File: src/rtl/acc_store_pkg.sv
package acc_store_pkg;
  typedef enum logic {
    RND_BIASED     = 1'b0,
    RND_CONVERGENT = 1'b1
  } rnd_mode_e;
endpackage

File: src/rtl/acc_round_unit.sv
module acc_round_unit
  import acc_store_pkg::*;
#(
  parameter int ACC_W  = 40,
  parameter int WORD_W = 16,
  localparam int EXT_W = ACC_W - WORD_W + 1
) (
  input  logic [ACC_W-1:0] acc,
  input  logic             round_on,
  input  rnd_mode_e        mode,
  output logic [EXT_W-1:0] upper_rnd
);
  localparam logic [WORD_W-1:0] HALF = {1'b1, {(WORD_W-1){1'b0}}};

  logic [WORD_W-1:0] low_w;
  logic              tie;
  logic              bump;
  logic [EXT_W-1:0]  upper_ext;

  always_comb begin
    low_w     = acc[WORD_W-1:0];
    tie       = (low_w == HALF);
    upper_ext = {acc[ACC_W-1], acc[ACC_W-1:WORD_W]};
    bump      = 1'b0;
    if (round_on) begin
      if (mode == RND_CONVERGENT && tie)
        bump = acc[WORD_W];
      else
        bump = low_w[WORD_W-1];
    end
    upper_rnd = upper_ext + {{(EXT_W-1){1'b0}}, bump};
  end
endmodule

File: src/rtl/acc_write_sat.sv
module acc_write_sat #(
  parameter int ACC_W  = 40,
  parameter int WORD_W = 16,
  localparam int EXT_W = ACC_W - WORD_W + 1,
  localparam int HI_W  = EXT_W - WORD_W + 1
) (
  input  logic [EXT_W-1:0]  val,
  input  logic              sat_on,
  output logic [WORD_W-1:0] word
);
  logic [HI_W-1:0] hi_bits;
  logic            in_range;

  always_comb begin
    hi_bits  = val[EXT_W-1:WORD_W-1];
    in_range = (&hi_bits) | ~(|hi_bits);
    if (sat_on && !in_range)
      word = val[EXT_W-1] ? {1'b1, {(WORD_W-1){1'b0}}} : {1'b0, {(WORD_W-1){1'b1}}};
    else
      word = val[WORD_W-1:0];
  end
endmodule

File: src/rtl/acc_ptr_step.sv
module acc_ptr_step #(
  parameter int PTR_W = 16,
  parameter int STEP  = 2
) (
  input  logic [PTR_W-1:0] ptr,
  input  logic             postinc,
  output logic [PTR_W-1:0] ptr_upd
);
  localparam logic [PTR_W-1:0] STEP_V = PTR_W'(STEP);

  always_comb ptr_upd = postinc ? (ptr + STEP_V) : ptr;
endmodule

File: src/rtl/acc_store_round.sv
module acc_store_round
  import acc_store_pkg::*;
#(
  parameter int ACC_W   = 40,
  parameter int WORD_W  = 16,
  parameter int PTR_W   = 16,
  parameter bit OUT_REG = 1'b1
) (
  input  logic              clk,
  input  logic              rst_n,
  input  logic              st_valid,
  input  logic              st_writeback,
  input  logic              st_round,
  input  logic              rnd_conv,
  input  logic              wsat_en,
  input  logic              ptr_postinc,
  input  logic [PTR_W-1:0]  ptr_in,
  input  logic [ACC_W-1:0]  acc_in,
  output logic              wr_valid,
  output logic [WORD_W-1:0] wr_data,
  output logic [PTR_W-1:0]  ptr_next
);
  localparam int EXT_W = ACC_W - WORD_W + 1;

  logic [EXT_W-1:0]  upper_rnd;
  logic [WORD_W-1:0] word_c;
  logic [PTR_W-1:0]  ptr_c;
  logic              round_on;
  rnd_mode_e         mode;

  always_comb begin
    round_on = st_round | st_writeback;
    mode     = rnd_conv ? RND_CONVERGENT : RND_BIASED;
  end

  acc_round_unit #(.ACC_W(ACC_W), .WORD_W(WORD_W)) u_round (
    .acc(acc_in), .round_on(round_on), .mode(mode), .upper_rnd(upper_rnd)
  );

  acc_write_sat #(.ACC_W(ACC_W), .WORD_W(WORD_W)) u_sat (
    .val(upper_rnd), .sat_on(wsat_en), .word(word_c)
  );

  acc_ptr_step #(.PTR_W(PTR_W), .STEP(2)) u_ptr (
    .ptr(ptr_in), .postinc(ptr_postinc), .ptr_upd(ptr_c)
  );

  generate
    if (OUT_REG) begin : g_reg
      logic              vld_q, vld_d;
      logic [WORD_W-1:0] data_q, data_d;
      logic [PTR_W-1:0]  ptr_q, ptr_d;
      logic              cap_en;

      always_comb begin
        cap_en = st_valid;
        vld_d  = st_valid;
        data_d = cap_en ? word_c : data_q;
        ptr_d  = cap_en ? ptr_c  : ptr_q;
      end

      always_ff @(posedge clk or negedge rst_n) begin
        if (!rst_n) begin
          vld_q  <= 1'b0;
          data_q <= '0;
          ptr_q  <= '0;
        end else begin
          vld_q  <= vld_d;
          data_q <= data_d;
          ptr_q  <= ptr_d;
        end
      end

      always_comb begin
        wr_valid = vld_q;
        wr_data  = data_q;
        ptr_next = ptr_q;
      end

      AST_VALID_FOLLOWS: assert property (@(posedge clk) disable iff (!rst_n)
        st_valid |=> wr_valid);
      AST_IDLE_NO_VALID: assert property (@(posedge clk) disable iff (!rst_n)
        !st_valid |=> !wr_valid);
      AST_IDLE_HOLD: assert property (@(posedge clk) disable iff (!rst_n)
        !st_valid |=> ($stable(wr_data) && $stable(ptr_next)));
      AST_PTR_STEP: assert property (@(posedge clk) disable iff (!rst_n)
        (st_valid && ptr_postinc) |=> (ptr_next == $past(ptr_in) + PTR_W'(2)));
      AST_TRUNC_PASS: assert property (@(posedge clk) disable iff (!rst_n)
        (st_valid && !st_round && !st_writeback && !wsat_en)
        |=> (wr_data == $past(acc_in[2*WORD_W-1:WORD_W])));
      AST_ROUND_STEP_MAX1: assert property (@(posedge clk) disable iff (!rst_n)
        (st_valid && !wsat_en)
        |=> ((wr_data - $past(acc_in[2*WORD_W-1:WORD_W])) <= WORD_W'(1)));
      AST_CONV_EVEN_TIE: assert property (@(posedge clk) disable iff (!rst_n)
        (st_valid && rnd_conv && !wsat_en && !acc_in[WORD_W]
         && acc_in[WORD_W-1:0] == {1'b1, {(WORD_W-1){1'b0}}})
        |=> (wr_data == $past(acc_in[2*WORD_W-1:WORD_W])));
      AST_NEG_CLAMP: assert property (@(posedge clk) disable iff (!rst_n)
        (st_valid && wsat_en && acc_in[ACC_W-1:ACC_W-2] == 2'b10)
        |=> (wr_data == {1'b1, {(WORD_W-1){1'b0}}}));
    end else begin : g_comb
      always_comb begin
        wr_valid = st_valid;
        wr_data  = word_c;
        ptr_next = ptr_c;
      end
    end
  endgenerate
endmodule

File: config.mk
export PLATFORM = sky130hd
export DESIGN_NAME = acc_store_round
export DESIGN_NICKNAME = d
export VERILOG_FILES = /design/src/rtl/acc_store_pkg.sv /design/src/rtl/acc_round_unit.sv /design/src/rtl/acc_write_sat.sv /design/src/rtl/acc_ptr_step.sv /design/src/rtl/acc_store_round.sv
export SDC_FILE = /design/constraint.sdc
export NUM_CORES = 1
export LEC_CHECK = 0
export BUFFER_PORTS_ARGS = -buffer_cell sky130_fd_sc_hd__buf_2
export CAP_MARGIN = 0
export CORE_ASPECT_RATIO = 1.75
export CORE_MARGIN = 2
export CORE_UTILIZATION = 49
export CTS_CLUSTER_SIZE = 14
export DETAILED_ROUTE_END_ITERATION = 12
export GPL_ROUTABILITY_DRIVEN = 0
export GPL_TIMING_DRIVEN = 0
export MAX_ROUTING_LAYER = met4
export PLACE_DENSITY_LB_ADDON = 0.3
export SLEW_MARGIN = 15
export SYNTH_ARGS = -nofsm -noshare
export SYNTH_HDL_FRONTEND = slang
export SYNTH_HIERARCHICAL = 1
export SYNTH_SLANG_ARGS = --single-unit
export TNS_END_PERCENT = 30
File: constraint.sdc
create_clock -name clk -period 0.95 [get_ports clk]
set_input_delay 0.0475 -clock clk [delete_from_list [all_inputs] [get_ports clk]]
set_output_delay 0.0475 -clock clk [all_outputs]
set_load 0.02 [all_outputs]
== Yosys cells after proc, flatten, opt, wreduce, memory -nomap -nowiden ==
Index checks and enable logic that the tools add are counted.

* Logic and storage cells: 20
* Output and inout port bits: 33
* Flip-flop bits (word level): 33

* Multiplexer cells: 6
* Add/subtract/negate cells: 2
* Reduce and logical (&&, ||, !) cells: 5
* Eq/ne operators: 1
* Bitwise gates (word level): 3

{| class="wikitable"
|+ Operators with widths
! kind !! number
|-
| 16-bit two-way mux || 3
|-
| 24-bit by 2-bit adder with 25-bit output || 1
|-
| 16-bit by 2-bit adder with 16-bit output (second input constant) || 1
|-
| 16-bit == test (second input constant) || 1
|-
| 10-bit AND reduction || 1
|-
| 10-bit OR reduction || 1
|-
| 1-bit two-way mux || 3
|-
| 1-bit logical AND || 2
|-
| 1-bit OR || 2
|-
| 1-bit zero test || 1
|-
| 1-bit inverter || 1
|}

== Depth between registers and ports, before layout ==
Gate-level depths: netlist of the first run.

* Depth in word-level cells: 11
* Mapped depth: 15
* Mapped depth without buffers: 14

== Hierarchy ==
Netlist of the first run, hierarchy kept.

{| class="wikitable"
|+ Modules (own cells, without submodules)
! module !! cells each !! sequential area each (µm²) !! times used !! area an instance (µm²)
|-
| acc_store_round || 70 || 825.8 || 1 || 1,376.3
|-
| acc_round_unit || 70 || 0.0 || 1 || 490.5
|-
| acc_ptr_step || 41 || 0.0 || 1 || 340.3
|-
| acc_write_sat || 27 || 0.0 || 1 || 227.7
|}

== Worst setup path before layout of the first run ==
No wires, ideal clock.

* Path kind: in2reg
* Start point: input rnd_conv
* End point: register g_reg.data_q[10] (netlist: wr_data[10])
* Setup slack: -1.705 ns
* Buffers on the path: 1
* Stages on the path: 15
* Setup time: 0.125 ns
* Arrival: 2.530 ns
* Data required time: 0.825 ns
* Path through: nor4b_1 > nand4_1 > nor4_1 > nor2_1 > ha_1 > ha_1 > nand2_1 > nor4_4 > nand3_1 > xnor2_1 > nor4_1 > a311oi_2 > buf_6 > a21o_1 > mux2_4

* Word-level cells in the longest chain between the ends: 11
* Elaborated cells between the ends (all ways): 13

{| class="wikitable"
|+ Ends and longest elaborated chain
! what !! RTL line !! RTL
|-
| start: declaration || acc_store_round.sv:14 || <nowiki>input logic rnd_conv,</nowiki>
|-
| 1-bit two-way mux * || acc_store_round.sv:33 || <nowiki>mode = rnd_conv ? RND_CONVERGENT : RND_BIASED;</nowiki>
|-
| 1-bit logical AND * || acc_round_unit.sv:26 || <nowiki>if (mode == RND_CONVERGENT && tie)</nowiki>
|-
| 1-bit two-way mux * || acc_round_unit.sv:26 ||
|-
| 1-bit two-way mux * || acc_round_unit.sv:25 || <nowiki>if (round_on) begin</nowiki>
|-
| 24-bit by 2-bit adder with 25-bit output * || acc_round_unit.sv:31 || <nowiki>upper_rnd = upper_ext + {{(EXT_W-1){1'b0}}, bump};</nowiki>
|-
| named net upper_rnd[16] || acc_store_round.sv:25 || <nowiki>logic [EXT_W-1:0] upper_rnd;</nowiki>
|-
| 10-bit OR reduction || acc_write_sat.sv:16 || <nowiki>in_range = (&hi_bits) | ~(|hi_bits);</nowiki>
|-
| 1-bit inverter || acc_write_sat.sv:16 ||
|-
| 1-bit OR * || acc_write_sat.sv:16 ||
|-
| 1-bit zero test * || acc_write_sat.sv:17 || <nowiki>if (sat_on && !in_range)</nowiki>
|-
| 1-bit logical AND * || acc_write_sat.sv:17 ||
|-
| 16-bit two-way mux * || acc_write_sat.sv:17 ||
|-
| named net word_c[10] || acc_store_round.sv:26 || <nowiki>logic [WORD_W-1:0] word_c;</nowiki>
|-
| end signal: assignment || acc_store_round.sv:69 || <nowiki>data_q <= data_d;</nowiki>
|-
| end: declaration || acc_store_round.sv:51 || <nowiki>logic [WORD_W-1:0] data_q, data_d;</nowiki>
|}

The timed path passes the listed nets; every way through them passes the cells marked *.
A chain may end at the register's enable or synchronous reset.

== Worst setup path in the final report of the first run ==
* Start point: input rnd_conv
* End point: register g_reg.data_q[2] (netlist: wr_data[2])

The elaborated chain is that of the path after synthesis.

==> results of run 1 <==
[worst max-delay path, cell delays in order]
cell	delay, ns
buf_6	0.09
nor4b_4	0.11
nand4_1	0.10
nor4_2	0.05
nor2_1	0.10
ha_2	0.22
ha_4	0.15
nand2_4	0.07
nor4_4	0.29
nand3_1	0.19
xnor2_2	0.18
nor3_2	0.29
a311oi_4	0.16
buf_4	0.19
a21o_2	0.19
mux2_4	0.25
[sequential cells by signal, indices dropped and copies added, names as in the netlist]
| name | flops |
|---|---|
| ptr_next | 16 |
| wr_data | 16 |
| wr_valid | 1 |
[how the worst min path moves through the flow]
stage / start / endpoint / cells after the start
2_1_floorplan: rst_n / ptr_next[0]$_DFFE_PN0P_ / 0
3_3_place_gp: rst_n / ptr_next[10]$_DFFE_PN0P_ / 1
3_5_place_dp: rst_n / ptr_next[10]$_DFFE_PN0P_ / 1
4_1_cts: ptr_in[15] / ptr_next[15]$_DFFE_PN0P_ / 3
5_1_grt: ptr_in[15] / ptr_next[15]$_DFFE_PN0P_ / 3
6_report: ptr_in[15] / ptr_next[15]$_DFFE_PN0P_ / 3
[where the power goes]
part           switching (uW)  internal, uW
logic                     697           669
registers                94.3          1580
clock network             472           654
[metrics by stage]
step | TNS [ns] | utilization, % | cell area [um^2] | power, uW | hold slack [ns]
6_report | -23.47 | 69.3 | 3390 | 4160 | 0.163
3_3_place_gp | -33.30 | 62.1 | 3040 | 2970 | 0.146
4_1_cts | -24.32 | 66.1 | 3230 | 4180 | 0.156
2_1_floorplan | -23.72 | - | 2490 | 2480 | -0.248
5_1_grt | -25.72 | 69.3 | 3390 | 4380 | 0.157
3_5_place_dp | -33.85 | 62.1 | 3040 | 2990 | 0.149
[synth_stat cells]
cell type	n
and3_1	2
and4_1	2
buf_6	3
xnor2_1	21
nand3_4	1
nor2_1	10
xor2_1	15
nand3_2	1
a21boi_0	1
nor4_4	1
a21o_2	5
nand4_4	3
o311ai_4	1
nor2_2	1
inv_1	2
mux2_2	4
ha_1	3
buf_4	1
nand3_1	19
or2_2	1
inv_2	1
buf_12	3
dfrtp_1	33
nor4_2	3
nor4b_1	1
mux2_4	30
a311oi_2	1
a21o_1	10
nand4_1	7
nand2_1	11
nor3_1	6
nor4_1	5
[cells by family after synthesis]
logic type               share of synthesized area [%]
multiplexers                                      20.3
adder cells (fa/ha/maj)                           1.54
buffers and inverters                             4.62
XOR/XNOR                                          12.9
flip-flops                                        33.9
AO/OA/AOI/OAI                                     6.89
AND/OR/NAND/NOR                                   19.7
[cell type report]
cell class / instances / share of cell area (%)
plain buffers: 7 / 2.99
inverters: 3 / 0.332
well taps: 54 / 1.99
clock buffers: 7 / 2.84
clock inverters: 1 / 0.148
flip-flops and latches: 33 / 24.4
repair buffers: 106 / 16.9
multi-input cells: 165 / 50.5
[per-layer routing]
metal / wire length (um) / global-route usage [%] / share of wire, % / up-vias
met1: 1970 / 21.8 / 35 / 979
li1: - / - / - / 981
met3: 328 / 2.93 / 5.9 / 10
met4: 114 / 6.80 / 2.0 / 0
met2: 3190 / 37.7 / 57 / 87
met5: 0 / - / 0 / -
[what timing repair did]
item | 4_1_cts | 5_1_grt
hold endpoints to repair | 35 | 0
setup endpoints to repair | 20 | 57
gates resized for setup | 7 | 18
hold buffers | 3 | 0
gates cloned | 0 | 1
pin swaps | 4 | 4
setup buffers | 2 | 5
==> impl_metrics.yaml, run 1 <==
placed_design:
  dp_cells: 357
  dpl.hpwl_um: 4270
  dp_slack_ns: -2.01
  port_buffers: 95
setup_path:
  rrSetupSlack_ns: 0.17
  startpoint: "rnd_conv"
  end_kind: "flop"
  crit_fanout: 5
  rr_worst_depth: 1
  critical_path_class: "in -> reg"
  rr_startpoint: "wr_data[8]$_DFFE_PN0P_"
  cp.required_ns: 1.11
  cp_data_arrival_time_ns: 2.65
  critical_path.endpoint: "wr_data[2]$_DFFE_PN0P_"
  cp-start-kind: "input pin"
  timing.rr.end: "wr_data[8]$_DFFE_PN0P_"
die:
  die_y_um: 97.3
  io_pins: 97
  coreArea_um2: 4890
  std_cell_rows: 34
  start_util_pct: 49.8
  die_w_um: 57.3
  die-area_um2: 5570
pwr:
  powerDensity_nw_per_um2: 1230
  power_leakage_uw: 0.00165
  max-vdd-ir-drop_v: 0.000936
global_routing:
  grt_first_pass_wirelength_um: 8800
  overflow: 0
  antenna_found_initial: 0
  grt_usage_pct: 20.5
  grt_max_degree: 34
  grt_pass1_vias: 2014
route:
  dr.pass1.iters: 4
  postRouteAntennaNets: 0
  drt-total-wl_um: 5600
  vias: 2057
  vias_per_cell: 5.47
  drcViolationCount: 0
  drt_iter0_markers: 55
  wl_per_cell_um: 14.9
flow_run:
  cap_violations: 0
synth:
  syn_area_per_cell_um2: 11.7
  syn-instance-count: 208
  yosysTopAreaCell: "dfrtp_1"
  ys_warn_count: 6
  ys_seq_area_share_pct: 33.9
  syn_area_um2: 2430
  synth_top_cell_area_share_pct: 33.9
  syn_nets: 275
  synth.area.top_cells: "dfrtp_1, mux2_4, xnor2_1"
  synth_seq_cells: 33
  synth_cell_types: 32
cells_and_area:
  multi_input_area_um2: 1710
  synthToLayoutAreaGrowth_pct: 39.2
  drive_gt1_share_pct: 59.6
  nets: 388
  final_common_cell: "buf_2"
  regArea_um2: 826
  layout.cells.non_filler: 376
  final_cell_mix: "buf_2, dfrtp_1, mux2_4"
  fillers: 388
  n_antenna_cell: 0
cts:
  numCtsBuffers: 5
  ctsLongestPathBuffers: 2
  cts.clk_slew.worst_paths_ns: 0.06
  tritoncts: "yes"
  cts_max_level: 2
  root_buffer: "clkbuf_8"
  clkSinkCount: 33
  clock_latency_ns: 0.27
timing:
  final_hold_viol_count: 0
  max_freq_mhz: 401
  rsz0062_at_grt: "yes"
  fin_skew_ns: 0
  finalSetupViolations: 17
  maxSlewHeadroom_pct: 63.4
  final_max_slew_viol_count: 0
  period_share_pct: 262
  setup_ws_ns: -1.54
  period_minus_slack_ns: 2.49
  worstMarginPinSlew_ns: 0.544
status:
  outcome: "complete, but fails checks"
  violations: "negative setup slack"
min_path:
  min_path_type: "in -> reg"
Power figures use the tool's default switching activity.
==> run 2, diff against run 1 <==
Settings changed: CORE_ASPECT_RATIO 1.75 to 0.8.
==> impl_metrics.yaml, run 2 (synthesized netlist as in run 1, its figures left out) <==
status:
  outcome: "complete, but fails checks"
  violations: "negative setup slack"
die:
  start_util_pct: 52.0
  io_pins: 97
  die_w_um: 82.8
  std_cell_rows: 22
  die_y_um: 67.1
  coreArea_um2: 4680
  die-area_um2: 5550
flow_run:
  cap_violations: 0
route:
  postRouteAntennaNets: 0
  wl_per_cell_um: 15.2
  vias_per_cell: 5.34
  vias: 2017
  drt_iter0_markers: 119
  drt-total-wl_um: 5730
  drcViolationCount: 0
  dr.pass1.iters: 4
setup_path:
  cp-start-kind: "input pin"
  crit_fanout: 6
  critical_path_class: "in -> reg"
  cp_data_arrival_time_ns: 2.65
  rrSetupSlack_ns: 0.16
  end_kind: "flop"
  cp.required_ns: 1.13
timing:
  setup_ws_ns: -1.52
  rsz0062_at_grt: "yes"
  worstMarginPinSlew_ns: 0.472
  final_hold_viol_count: 0
  max_freq_mhz: 404
  period_share_pct: 260
  fin_skew_ns: 0
  final_max_slew_viol_count: 0
  period_minus_slack_ns: 2.47
  maxSlewHeadroom_pct: 68.3
  finalSetupViolations: 16
cells_and_area:
  multi_input_area_um2: 1660
  synthToLayoutAreaGrowth_pct: 37.1
  final_cell_mix: "buf_2, dfrtp_1, mux2_4"
  drive_gt1_share_pct: 56.6
  n_antenna_cell: 0
  final_common_cell: "buf_2"
  regArea_um2: 826
  nets: 384
  layout.cells.non_filler: 378
  fillers: 350
global_routing:
  grt_usage_pct: 21.7
  grt_pass1_vias: 1928
  antenna_found_initial: 0
  overflow: 0
  grt_first_pass_wirelength_um: 9150
  grt_max_degree: 34
pwr:
  combinationalPowerShare_pct: 30.5
  swShare_pct: 30.2
  total_power_uw: 4440
  seqPwrFrac_pct: 37.8
  clkPwrFrac_pct: 31.7
  powerDensity_nw_per_um2: 1330
  p_int_uw: 3100
  max-vdd-ir-drop_v: 0.000872
  switchingPower_uw: 1340
  power_leakage_uw: 0.00160
placed_design:
  dpl.hpwl_um: 4330
  dp_cells: 363
  port_buffers: 95
cts:
  numCtsBuffers: 5
  ctsLongestPathBuffers: 2
  tritoncts: "yes"
  cts.clk_slew.worst_paths_ns: 0.07
  root_buffer: "clkbuf_8"
  clock_latency_ns: 0.29
  cts_max_level: 2
  clkSinkCount: 33
min_path:
  min_path_type: "in -> reg"
## run 2: layout make-up
type / count / share of cell area [%]
Buffer: 7 / 3.04
Clock buffer: 7 / 2.59
Clock inverter: 1 / 0.900
Sequential cell: 33 / 24.7
Multi-Input combinational cell: 165 / 49.8
Inverter: 3 / 0.337
Timing Repair Buffer: 102 / 16.4
Tap cell: 60 / 2.25
## run 2: power groups by stage
stage | sequential, uW | combinational, uW | clock [uW]
global route | 1700 | 1450 | 1530
detailed placement | 1700 | 1300 | 0
finish | 1680 | 1350 | 1410
global placement | 1690 | 1270 | 0
CTS | 1680 | 1330 | 1450
floorplan | 1910 | 574 | 0
## run 2: per-layer routing
layer,vias to the layer above,routed length (um),track usage (%)
met3,4,343,5.70
li1,975,-,-
met5,-,0,-
met2,69,2750,34.5
met1,969,2590,27.6
met4,0,41,6.15
## run 2: worst paths after layout
kind | from | endpoint | depth (start not counted)
worst min register to register | ptr_next[8]$_DFFE_PN0P_ | ptr_next[8]$_DFFE_PN0P_ | 1
min in group asynchronous | rst_n | wr_data[0]$_DFFE_PN0P_ | 2
worst max-delay path | rnd_conv | wr_data[1]$_DFFE_PN0P_ | 16
max in group asynchronous | rst_n | wr_data[7]$_DFFE_PN0P_ | 2
worst min-delay path | ptr_in[15] | ptr_next[15]$_DFFE_PN0P_ | 3
worst max register to register | ptr_next[9]$_DFFE_PN0P_ | ptr_next[9]$_DFFE_PN0P_ | 1
## run 2: stage by stage
step | utilization (%) | hold WS (ns) | TNS (ns) | worst slack (ns) | instance area, um^2
detailed placement | 65.1 | 0.160 | -34.21 | -2.04 | 3050
global route | 71.3 | 0.145 | -25.63 | -1.67 | 3340
CTS | 69.2 | 0.147 | -22.88 | -1.48 | 3240
finish | 71.3 | 0.157 | -23.46 | -1.52 | 3340
global placement | 65.1 | 0.146 | -32.86 | -1.97 | 3050
floorplan | - | -0.248 | -23.72 | -1.53 | 2490
## run 2: repair_timing
item / 4_1_cts / 5_1_grt
resized for setup: 4 / 15
endpoints found under the hold margin: 35 / 0
pin swaps: 4 / 3
buffers inserted: 3 / 1
endpoints found under the setup margin: 19 / 55
hold buffers: 3 / 0
## run 2: worst max-delay path, stage by stage
cell and delay (ns):
buf_6 0.09, nor4b_4 0.11, nand4_1 0.10, nor4_2 0.05, nor2_1 0.11, ha_2 0.25, ha_4 0.17, nand2_4 0.07
nor4_4 0.31, nand3_1 0.15, xnor2_1 0.16, nor3_1 0.23, a311oi_2 0.17, buf_4 0.18, a21o_2 0.18, mux2_4 0.25
